### src/rtl/ooo_pkg.sv
package ooo_pkg;
  typedef enum logic [1:0] {
    CLS_LOAD = 2'd0,
    CLS_ADD  = 2'd1,
    CLS_MUL  = 2'd2,
    CLS_RSVD = 2'd3
  } op_cls_e;

  localparam int NUM_CLS = 3;
  localparam int CLSW    = 2;

  // Reserved code 3 executes on the add unit
  function automatic logic [CLSW-1:0] unit_of(input logic [CLSW-1:0] code);
    return (code == CLS_RSVD) ? CLS_ADD : code;
  endfunction
endpackage

### src/rtl/ooo_fu.sv
module ooo_fu #(
  parameter int LAT   = 1,
  parameter int TAGW  = 3,
  parameter int PREGW = 4
) (
  input  logic             clk,
  input  logic             rst,
  input  logic             start_i,
  input  logic [TAGW-1:0]  seq_i,
  input  logic [PREGW-1:0] pdst_i,
  output logic             busy_o,
  output logic             fin_o,
  output logic [TAGW-1:0]  seq_o,
  output logic [PREGW-1:0] pdst_o
);
  localparam int CNTW = $clog2(LAT + 1);

  logic [CNTW-1:0]  cnt_q;
  logic [TAGW-1:0]  seq_q;
  logic [PREGW-1:0] pdst_q;

  always_ff @(posedge clk) begin
    if (rst) begin
      cnt_q  <= '0;
      seq_q  <= '0;
      pdst_q <= '0;
    end else if (start_i) begin
      cnt_q  <= CNTW'(LAT);
      seq_q  <= seq_i;
      pdst_q <= pdst_i;
    end else if (cnt_q != '0) begin
      cnt_q <= cnt_q - 1'b1;
    end
  end

  assign busy_o = (cnt_q != '0);
  assign fin_o  = (cnt_q == CNTW'(1));
  assign seq_o  = seq_q;
  assign pdst_o = pdst_q;

  // a unit is never restarted while still counting
  p_unit_idle_at_start_r5: assert property (@(posedge clk) disable iff (rst)
    start_i |-> (cnt_q == '0));
endmodule

### src/rtl/ooo_rename.sv
module ooo_rename
  import ooo_pkg::*;
#(
  parameter int NLREG = 8,
  parameter int NPREG = 16
) (
  input  logic                     clk,
  input  logic                     rst,
  input  logic                     alloc_i,
  input  logic [$clog2(NLREG)-1:0] dst_i,
  input  logic [$clog2(NLREG)-1:0] src_i,
  output logic [$clog2(NPREG)-1:0] new_preg_o,
  output logic [$clog2(NPREG)-1:0] src_preg_o,
  output logic [$clog2(NPREG)-1:0] old_preg_o,
  output logic [NPREG-1:0]         busy_o,
  input  logic [NUM_CLS-1:0]       wb_valid_i,
  input  logic [NUM_CLS*$clog2(NPREG)-1:0] wb_preg_i,
  input  logic                     rel_i,
  input  logic [$clog2(NPREG)-1:0] rel_preg_i
);
  localparam int PREGW = $clog2(NPREG);

  logic [PREGW-1:0] map_q [NLREG];
  logic [NPREG-1:0] free_q, free_d;
  logic [NPREG-1:0] busy_q, busy_d;
  logic [PREGW-1:0] pick;
  logic             found;

  // lowest-numbered free physical register
  always_comb begin
    pick  = '0;
    found = 1'b0;
    for (int p = 0; p < NPREG; p++) begin
      if (!found && free_q[p]) begin
        pick  = PREGW'(p);
        found = 1'b1;
      end
    end
  end

  assign new_preg_o = pick;
  assign src_preg_o = map_q[src_i];
  assign old_preg_o = map_q[dst_i];
  assign busy_o     = busy_q;

  always_comb begin
    free_d = free_q;
    busy_d = busy_q;
    for (int c = 0; c < NUM_CLS; c++) begin
      if (wb_valid_i[c]) busy_d[wb_preg_i[c*PREGW +: PREGW]] = 1'b0;
    end
    if (rel_i) free_d[rel_preg_i] = 1'b1;
    if (alloc_i) begin
      free_d[pick] = 1'b0;
      busy_d[pick] = 1'b1;
    end
  end

  always_ff @(posedge clk) begin
    if (rst) begin
      for (int i = 0; i < NLREG; i++) map_q[i] <= PREGW'(i);
      for (int p = 0; p < NPREG; p++) free_q[p] <= (p >= NLREG);
      busy_q <= '0;
    end else begin
      if (alloc_i) map_q[dst_i] <= pick;
      free_q <= free_d;
      busy_q <= busy_d;
    end
  end

  // the pool never runs dry while the window accepts
  p_alloc_has_free_r3: assert property (@(posedge clk) disable iff (rst)
    alloc_i |-> (free_q != '0));

  // a released register was in use and already written
  p_release_in_use_r10: assert property (@(posedge clk) disable iff (rst)
    rel_i |-> (!free_q[rel_preg_i] && !busy_q[rel_preg_i]));

  for (genvar c = 0; c < NUM_CLS; c++) begin : g_wbchk
    // a completion writes a register that is still pending
    p_wb_was_pending_r8: assert property (@(posedge clk) disable iff (rst)
      wb_valid_i[c] |-> busy_q[wb_preg_i[c*PREGW +: PREGW]]);
  end
endmodule

### src/rtl/ooo_window.sv
module ooo_window
  import ooo_pkg::*;
#(
  parameter int DEPTH = 8,
  parameter int NPREG = 16
) (
  input  logic                      clk,
  input  logic                      rst,
  input  logic                      disp_valid_i,
  input  logic [CLSW-1:0]           disp_unit_i,
  input  logic [$clog2(NPREG)-1:0]  psrc_i,
  input  logic [$clog2(NPREG)-1:0]  pdst_i,
  input  logic [$clog2(NPREG)-1:0]  pold_i,
  input  logic [NPREG-1:0]          busy_i,
  input  logic [NUM_CLS-1:0]        unit_busy_i,
  input  logic [NUM_CLS-1:0]        fin_i,
  input  logic [NUM_CLS*$clog2(DEPTH)-1:0] fin_seq_i,
  output logic                      disp_ready_o,
  output logic                      alloc_o,
  output logic [$clog2(DEPTH)-1:0]  tail_o,
  output logic                      iss_fire_o,
  output logic [$clog2(DEPTH)-1:0]  iss_seq_o,
  output logic [CLSW-1:0]           iss_unit_o,
  output logic [$clog2(NPREG)-1:0]  iss_pdst_o,
  output logic                      grad_fire_o,
  output logic [$clog2(DEPTH)-1:0]  grad_seq_o,
  output logic [$clog2(NPREG)-1:0]  grad_pold_o
);
  localparam int TAGW  = $clog2(DEPTH);
  localparam int PREGW = $clog2(NPREG);
  localparam int CNTW  = TAGW + 1;

  logic [DEPTH-1:0] ent_v, ent_iss, ent_done;
  logic [CLSW-1:0]  ent_unit [DEPTH];
  logic [PREGW-1:0] ent_psrc [DEPTH];
  logic [PREGW-1:0] ent_pdst [DEPTH];
  logic [PREGW-1:0] ent_pold [DEPTH];
  logic [TAGW-1:0]  head_q, tail_q;
  logic [CNTW-1:0]  cnt_q;
  logic [TAGW-1:0]  sel_idx, idx;
  logic             sel_fire;

  assign disp_ready_o = (cnt_q < CNTW'(DEPTH));
  assign alloc_o      = disp_valid_i && disp_ready_o;
  assign tail_o       = tail_q;

  // oldest eligible entry, scanning from the head
  always_comb begin
    sel_fire = 1'b0;
    sel_idx  = '0;
    idx      = '0;
    for (int k = 0; k < DEPTH; k++) begin
      idx = head_q + TAGW'(k);
      if (!sel_fire && ent_v[idx] && !ent_iss[idx] &&
          !busy_i[ent_psrc[idx]] && !unit_busy_i[ent_unit[idx]]) begin
        sel_fire = 1'b1;
        sel_idx  = idx;
      end
    end
  end

  assign iss_fire_o  = sel_fire;
  assign iss_seq_o   = sel_idx;
  assign iss_unit_o  = ent_unit[sel_idx];
  assign iss_pdst_o  = ent_pdst[sel_idx];
  assign grad_fire_o = ent_v[head_q] && ent_done[head_q];
  assign grad_seq_o  = head_q;
  assign grad_pold_o = ent_pold[head_q];

  always_ff @(posedge clk) begin
    if (rst) begin
      ent_v    <= '0;
      ent_iss  <= '0;
      ent_done <= '0;
      head_q   <= '0;
      tail_q   <= '0;
      cnt_q    <= '0;
    end else begin
      if (alloc_o) begin
        ent_v[tail_q]    <= 1'b1;
        ent_iss[tail_q]  <= 1'b0;
        ent_done[tail_q] <= 1'b0;
        tail_q           <= tail_q + 1'b1;
      end
      if (sel_fire) ent_iss[sel_idx] <= 1'b1;
      for (int c = 0; c < NUM_CLS; c++) begin
        if (fin_i[c]) ent_done[fin_seq_i[c*TAGW +: TAGW]] <= 1'b1;
      end
      if (grad_fire_o) begin
        ent_v[head_q] <= 1'b0;
        head_q        <= head_q + 1'b1;
      end
      case ({alloc_o, grad_fire_o})
        2'b10:   cnt_q <= cnt_q + 1'b1;
        2'b01:   cnt_q <= cnt_q - 1'b1;
        default: cnt_q <= cnt_q;
      endcase
    end
  end

  // payload fields: plain write port, no reset
  always_ff @(posedge clk) begin
    if (alloc_o) begin
      ent_unit[tail_q] <= disp_unit_i;
      ent_psrc[tail_q] <= psrc_i;
      ent_pdst[tail_q] <= pdst_i;
      ent_pold[tail_q] <= pold_i;
    end
  end

  // occupancy bounded by the window depth
  p_no_overflow_r3: assert property (@(posedge clk) disable iff (rst)
    cnt_q <= CNTW'(DEPTH));

  for (genvar c = 0; c < NUM_CLS; c++) begin : g_finchk
    // a completion lands on a live, issued, unfinished entry
    p_fin_target_live_r8: assert property (@(posedge clk) disable iff (rst)
      fin_i[c] |-> (ent_v[fin_seq_i[c*TAGW +: TAGW]] &&
                    ent_iss[fin_seq_i[c*TAGW +: TAGW]] &&
                    !ent_done[fin_seq_i[c*TAGW +: TAGW]]));
  end
endmodule

### src/rtl/ooo_tracker.sv
module ooo_tracker
  import ooo_pkg::*;
#(
  parameter int DEPTH    = 8,
  parameter int NLREG    = 8,
  parameter int LAT_LOAD = 4,
  parameter int LAT_ADD  = 1,
  parameter int LAT_MUL  = 2
) (
  input  logic                        clk,
  input  logic                        rst,
  input  logic                        disp_valid,
  input  logic [1:0]                  disp_cls,
  input  logic [$clog2(NLREG)-1:0]    disp_dst,
  input  logic [$clog2(NLREG)-1:0]    disp_src,
  output logic                        disp_ready,
  output logic                        iss_valid,
  output logic [$clog2(DEPTH)-1:0]    iss_seq,
  output logic [2:0]                  cmp_valid,
  output logic [3*$clog2(DEPTH)-1:0]  cmp_seq,
  output logic                        grad_valid,
  output logic [$clog2(DEPTH)-1:0]    grad_seq
);
  localparam int TAGW  = $clog2(DEPTH);
  localparam int NPREG = NLREG + DEPTH;
  localparam int PREGW = $clog2(NPREG);

  logic                      alloc;
  logic [TAGW-1:0]           tail;
  logic [PREGW-1:0]          new_preg, src_preg, old_preg;
  logic [NPREG-1:0]          preg_busy;
  logic                      iss_fire, grad_fire;
  logic [TAGW-1:0]           iss_tag, grad_tag;
  logic [CLSW-1:0]           iss_unit;
  logic [PREGW-1:0]          iss_pdst, grad_pold;
  logic [NUM_CLS-1:0]        fu_busy, fu_fin;
  logic [NUM_CLS*TAGW-1:0]   fu_seq;
  logic [NUM_CLS*PREGW-1:0]  fu_pdst;

  ooo_rename #(.NLREG(NLREG), .NPREG(NPREG)) u_rename (
    .clk        (clk),
    .rst        (rst),
    .alloc_i    (alloc),
    .dst_i      (disp_dst),
    .src_i      (disp_src),
    .new_preg_o (new_preg),
    .src_preg_o (src_preg),
    .old_preg_o (old_preg),
    .busy_o     (preg_busy),
    .wb_valid_i (fu_fin),
    .wb_preg_i  (fu_pdst),
    .rel_i      (grad_fire),
    .rel_preg_i (grad_pold)
  );

  ooo_window #(.DEPTH(DEPTH), .NPREG(NPREG)) u_window (
    .clk          (clk),
    .rst          (rst),
    .disp_valid_i (disp_valid),
    .disp_unit_i  (unit_of(disp_cls)),
    .psrc_i       (src_preg),
    .pdst_i       (new_preg),
    .pold_i       (old_preg),
    .busy_i       (preg_busy),
    .unit_busy_i  (fu_busy),
    .fin_i        (fu_fin),
    .fin_seq_i    (fu_seq),
    .disp_ready_o (disp_ready),
    .alloc_o      (alloc),
    .tail_o       (tail),
    .iss_fire_o   (iss_fire),
    .iss_seq_o    (iss_tag),
    .iss_unit_o   (iss_unit),
    .iss_pdst_o   (iss_pdst),
    .grad_fire_o  (grad_fire),
    .grad_seq_o   (grad_tag),
    .grad_pold_o  (grad_pold)
  );

  for (genvar c = 0; c < NUM_CLS; c++) begin : g_unit
    localparam int LAT = (c == int'(CLS_LOAD)) ? LAT_LOAD :
                         (c == int'(CLS_ADD))  ? LAT_ADD  : LAT_MUL;
    ooo_fu #(.LAT(LAT), .TAGW(TAGW), .PREGW(PREGW)) u_fu (
      .clk     (clk),
      .rst     (rst),
      .start_i (iss_fire && (iss_unit == CLSW'(c))),
      .seq_i   (iss_tag),
      .pdst_i  (iss_pdst),
      .busy_o  (fu_busy[c]),
      .fin_o   (fu_fin[c]),
      .seq_o   (fu_seq[c*TAGW +: TAGW]),
      .pdst_o  (fu_pdst[c*PREGW +: PREGW])
    );
  end

  always_ff @(posedge clk) begin
    if (rst) begin
      iss_valid  <= 1'b0;
      iss_seq    <= '0;
      cmp_valid  <= '0;
      cmp_seq    <= '0;
      grad_valid <= 1'b0;
      grad_seq   <= '0;
    end else begin
      iss_valid  <= iss_fire;
      iss_seq    <= iss_tag;
      cmp_valid  <= fu_fin;
      cmp_seq    <= fu_seq;
      grad_valid <= grad_fire;
      grad_seq   <= grad_tag;
    end
  end

  // a new entry is written only into a slot that is not live
  p_alloc_tail_free_r2: assert property (@(posedge clk) disable iff (rst)
    alloc |-> !(grad_fire && (grad_tag == tail)));
endmodule

### config.mk
export PLATFORM = sky130hd
export DESIGN_NAME = ooo_tracker
export DESIGN_NICKNAME = d
export VERILOG_FILES = /design/src/rtl/ooo_pkg.sv /design/src/rtl/ooo_fu.sv /design/src/rtl/ooo_rename.sv /design/src/rtl/ooo_window.sv /design/src/rtl/ooo_tracker.sv
export SDC_FILE = /design/constraint.sdc
export NUM_CORES = 1
export LEC_CHECK = 0
export BUFFER_PORTS_ARGS = -buffer_cell sky130_fd_sc_hd__buf_2
export CAP_MARGIN = 20
export CORE_ASPECT_RATIO = 0.75
export CORE_MARGIN = 5
export CORE_UTILIZATION = 55
export DETAILED_ROUTE_END_ITERATION = 10
export PLACE_DENSITY = 0.71
export SYNTH_ARGS = -nofsm -noshare
export SYNTH_HDL_FRONTEND = slang
export SYNTH_SLANG_ARGS = --single-unit
### constraint.sdc
create_clock -name clk -period 13.8 [get_ports clk]
set_input_delay 0.69 -clock clk [delete_from_list [all_inputs] [get_ports clk]]
set_output_delay 0.69 -clock clk [all_outputs]
set_load 0.02 [all_outputs]
==> reports/results.ini <==
[synthesis]
ys_top_cells_by_area=edfxtp_1 (25%), dfxtp_1 (13%), mux4_2 (13%)
synth.cell_area_sq_um=17210
syn_area_per_cell_sq_um=10.43
synth_nets=1675
synth_top_flop_cell=edfxtp_1
synth_seq_area_share_pct=38.62
synth_edf_count=144
synth_area_leader_cell=edfxtp_1
yosys.area.top_type_share_pct=25.13
async_reset_ff_share_pct=0
yosysUniqueCellTypes=101
ys_ff_latch=260
ys_warn_count=0
syn_inst=1650

[route]
remaining_drc_errors=0
final_antenna_net_count=0
met3_length_um=7111
wl_met1_um=22630
routed.top_layer=met4
routed_via_density=6.960
initialDrtViolationCount=2315
drt_wirelength_um=53030
dr_total_vias=14128
detail_route.wl_per_cell_um=26.12
met2WireLength_um=22090
drt_pass1_iterations=8

[timing]
final_min_period_over_clock_period_pct=57.70
fin_worst_skew_ns=0.01277
setup_viol=0
fmaxAchievable_ghz=0.1256
period_needed_ns=7.963
worst_slew_pin_slew_ns=1.177
finalHoldWorstSlack_ns=0.4413
final-hold-violation-count=0
grt_setup_unrepaired=no
slew_viol_final=0
final.setup.tns_ns=0
timing.max_slew.rel_slack_pct=21.46
fin_ws_ns=5.837

[power]
power.leakage_nw=6.487
clock_power_share_pct=32.3
pwr-share-comb_pct=26.5
powerDensity_nw_per_um2=123.4
p_switching_uw=733.8
irDropWorstVdd_uv=112.7
seqPwrFrac_pct=41.2
intPower_mw=1.527
switching_share_pct=32.45

[critical_path]
cp_data_required_time_ns=14.23
worst_setup_path_end_kind=flop
crit_fanout=35
critical-path-max-stage-delay_ns=1.17
reg2reg_capture_point=g_unit[2].u_fu.seq_o[0]
critical_path_source_type=flop
worst_path_cell_with_the_longest_stage_delay=ha_1
worstSetupPathType=reg2reg
worstPathArrival_ns=8.39
critPathMostFrequentCell=o21ai_0
reg2reg_depth=16
worst-r2r-setup-slack_ns=5.84
cp_cell_sequence=inv_1 -> ha_1 -> nand2_1 -> o22ai_2 -> o21ai_0 -> o211ai_1 -> a21oi_1 -> a2111oi_2 -> nor2_1 -> o21ai_0 -> a41oi_2 -> nor2_4 -> nand3b_1 -> o22ai_1 -> a221o_1 -> mux2_1
rr_startpoint=u_window.grad_seq_o[2]

[clock_tree]
post_cts_setup_repair_buffer_count=0
hold_buffers=0
cts_max_level=1
cts_tree=built
clk_pin_slew_ns=0.07
worst_skew_pair.late_latency_ns=0.54
clkSinkCount=260
cts_buffers=25
clk_root_buffer_cell=clkbuf_16
ctsLongestPathBuffers=3
post_cts_resize_count=0

[grt]
first_global_vias=12963
grt_pass1_wl_um=80900
grt_max_degree=66
grt_overflow=0
grtUsageTotal_pct=29.61
grt_antenna_before_repair=0

[worst_hold_path]
holdPathEnd=u_window.ent_unit[7][0]
min_delay_path_depth=1
worst_hold_path_type=in2reg
hold_path.startpoint=disp_cls[0]

[layout]
num-nets-final=1630
insertedDiodeCount=0
drive_above_1_share_pct=16.50
syn2layout_area_growth_pct=6.450

[job]
max_cap_viol_count=0

[floorplan]
initial_utilization_pct=55.44
dieWidth_um=214.2
core-area_sq_um=31040
io_pins=32
die_h_um=163.2
die_area_sq_um=34960
placementRows=56

[placement]
port_buffers=31
gp_congestion=0.9922
dp.final_hpwl_um=37350
dp_worst_slack_ns=5.938

[outcome]
outcome=complete, no violations

[cells in the final DEF (no fill, tap or decap), types with 8 or more instances in the layout]
master and count:
nor2_1 177, nand2_1 96, a22oi_1 26, o21bai_1 8
clkbuf_16 25, nor3b_1 19, a21oi_1 67, mux2_2 31
a211oi_1 13, nand2b_1 40, mux4_2 96, and3b_1 13
dfxtp_1 114, or2_2 9, a31oi_1 34, inv_1 52
and2_1 19, o21ai_0 56, a221oi_1 26, mux2i_1 152
buf_2 30, nand3_1 53, ha_1 12, nor2b_1 48
o22ai_1 9, edfxtp_1 144, buf_4 15, o211ai_1 11
nor3_1 39, nand3b_1 12
[critical path: cells and delay by family (launching register included)]
family / cells / cell delay [ns]
simple gates: 4 / 1.81
buf+inv: 1 / 0.62
mux: 1 / 0.37
compound gates: 9 / 2.88
fa+ha+maj: 1 / 1.17
flops: 1 / 0.97
[worst max path at each step]
stage                                start                 endpoint  cells past startpoint
floorplan           u_window.grad_seq_o[0]  g_unit[1].u_fu.seq_o[0]                     24
global placement    u_window.grad_seq_o[2]  g_unit[2].u_fu.seq_o[2]                     16
detailed placement  u_window.grad_seq_o[2]  g_unit[2].u_fu.seq_o[0]                     16
CTS                 u_window.grad_seq_o[2]  g_unit[2].u_fu.seq_o[0]                     16
global route        u_window.grad_seq_o[2]  g_unit[2].u_fu.seq_o[0]                     16
finish              u_window.grad_seq_o[2]  g_unit[2].u_fu.seq_o[0]                     16
[flip-flops by register name (all words and copies together), names as in the netlist, 4 cells and up, named ones only]
name / flops
u_window.ent_v: 8
u_window.ent_pdst: 32
u_rename.free_q: 16
g_unit.u_fu.pdst_o: 12
u_window.ent_iss: 8
u_window.ent_pold: 32
u_window.ent_psrc: 32
u_window.ent_unit: 16
g_unit.u_fu.cnt_q: 5
u_rename.map_q: 32
cmp_seq: 9
g_unit.u_fu.seq_o: 9
u_window.cnt_q: 4
u_window.ent_done: 8
u_rename.busy_o: 16
[routing by layer]
layer | up-vias | track usage, %
met3 | 109 | 7.412
met4 | 0 | 6.263
met1 | 6877 | 45.17
li1 | 6172 | -
met2 | 970 | 42.93
met5 | - | 0
[cell usage after synthesis, drive strengths merged, types with 8 or more instances]
cell type / count
nor2: 178
mux2i: 156
edfxtp: 144
dfxtp: 116
nand2: 97
mux4: 96
a21oi: 68
clkbuf: 66
o21ai: 58
inv: 54
buf: 53
nand3: 53
nor2b: 48
mux2: 41
nand2b: 40
nor3: 39
a31oi: 34
a221oi: 27
a22oi: 27
and2: 20
nor3b: 19
a211oi: 13
and3b: 13
ha: 13
o211ai: 13
nand3b: 12
or2: 11
o22ai: 10
a2111oi: 8
nor4: 8
o21bai: 8
o31ai: 8
[power by group through the flow]
stage | Clock [mW] | Sequential (mW) | Combinational (mW)
floorplan | 0 | 0.921 | 0.448
global placement | 0 | 0.944 | 0.573
detailed placement | 0 | 0.945 | 0.582
CTS | 0.739 | 0.928 | 0.585
global route | 0.772 | 0.936 | 0.640
finish | 0.730 | 0.931 | 0.600
[layout make-up]
type | count | area (sq um)
clock inverter | 15 | 205.2
timing repair buffer | 47 | 295.3
multi-input combinational | 1216 | 9783
fill | 2577 | 12720
tap | 406 | 508.0
sequential | 260 | 6651
clock buffer | 31 | 668.1
inverter | 55 | 206.4
[logic make-up (layout without fill, tap and decap cells)]
logic type      count (synthesis)  in the layout  share of synthesized area, %
mux                           293            293                         24.58
compound gates                326            326                         13.34
fa+ha+maj                      14             14                         1.062
flops                         260            260                         38.62
buf+inv                       174            148                         4.624
simple gates                  572            572                         16.97
xor+xnor                       11             11                        0.7999
[metrics by stage]
step | power [mW] | util (%) | cell area, sq um | std cells
floorplan | 1.369 | - | 17210 | 1650
global placement | 1.517 | 56.09 | 17410 | 1982
detailed placement | 1.527 | 56.09 | 17410 | 1982
CTS | 2.252 | 58.91 | 18290 | 2028
global route | 2.349 | 59.01 | 18320 | 2030
finish | 2.261 | 59.01 | 18320 | 2030
Power figures use the tool's default switching activity.
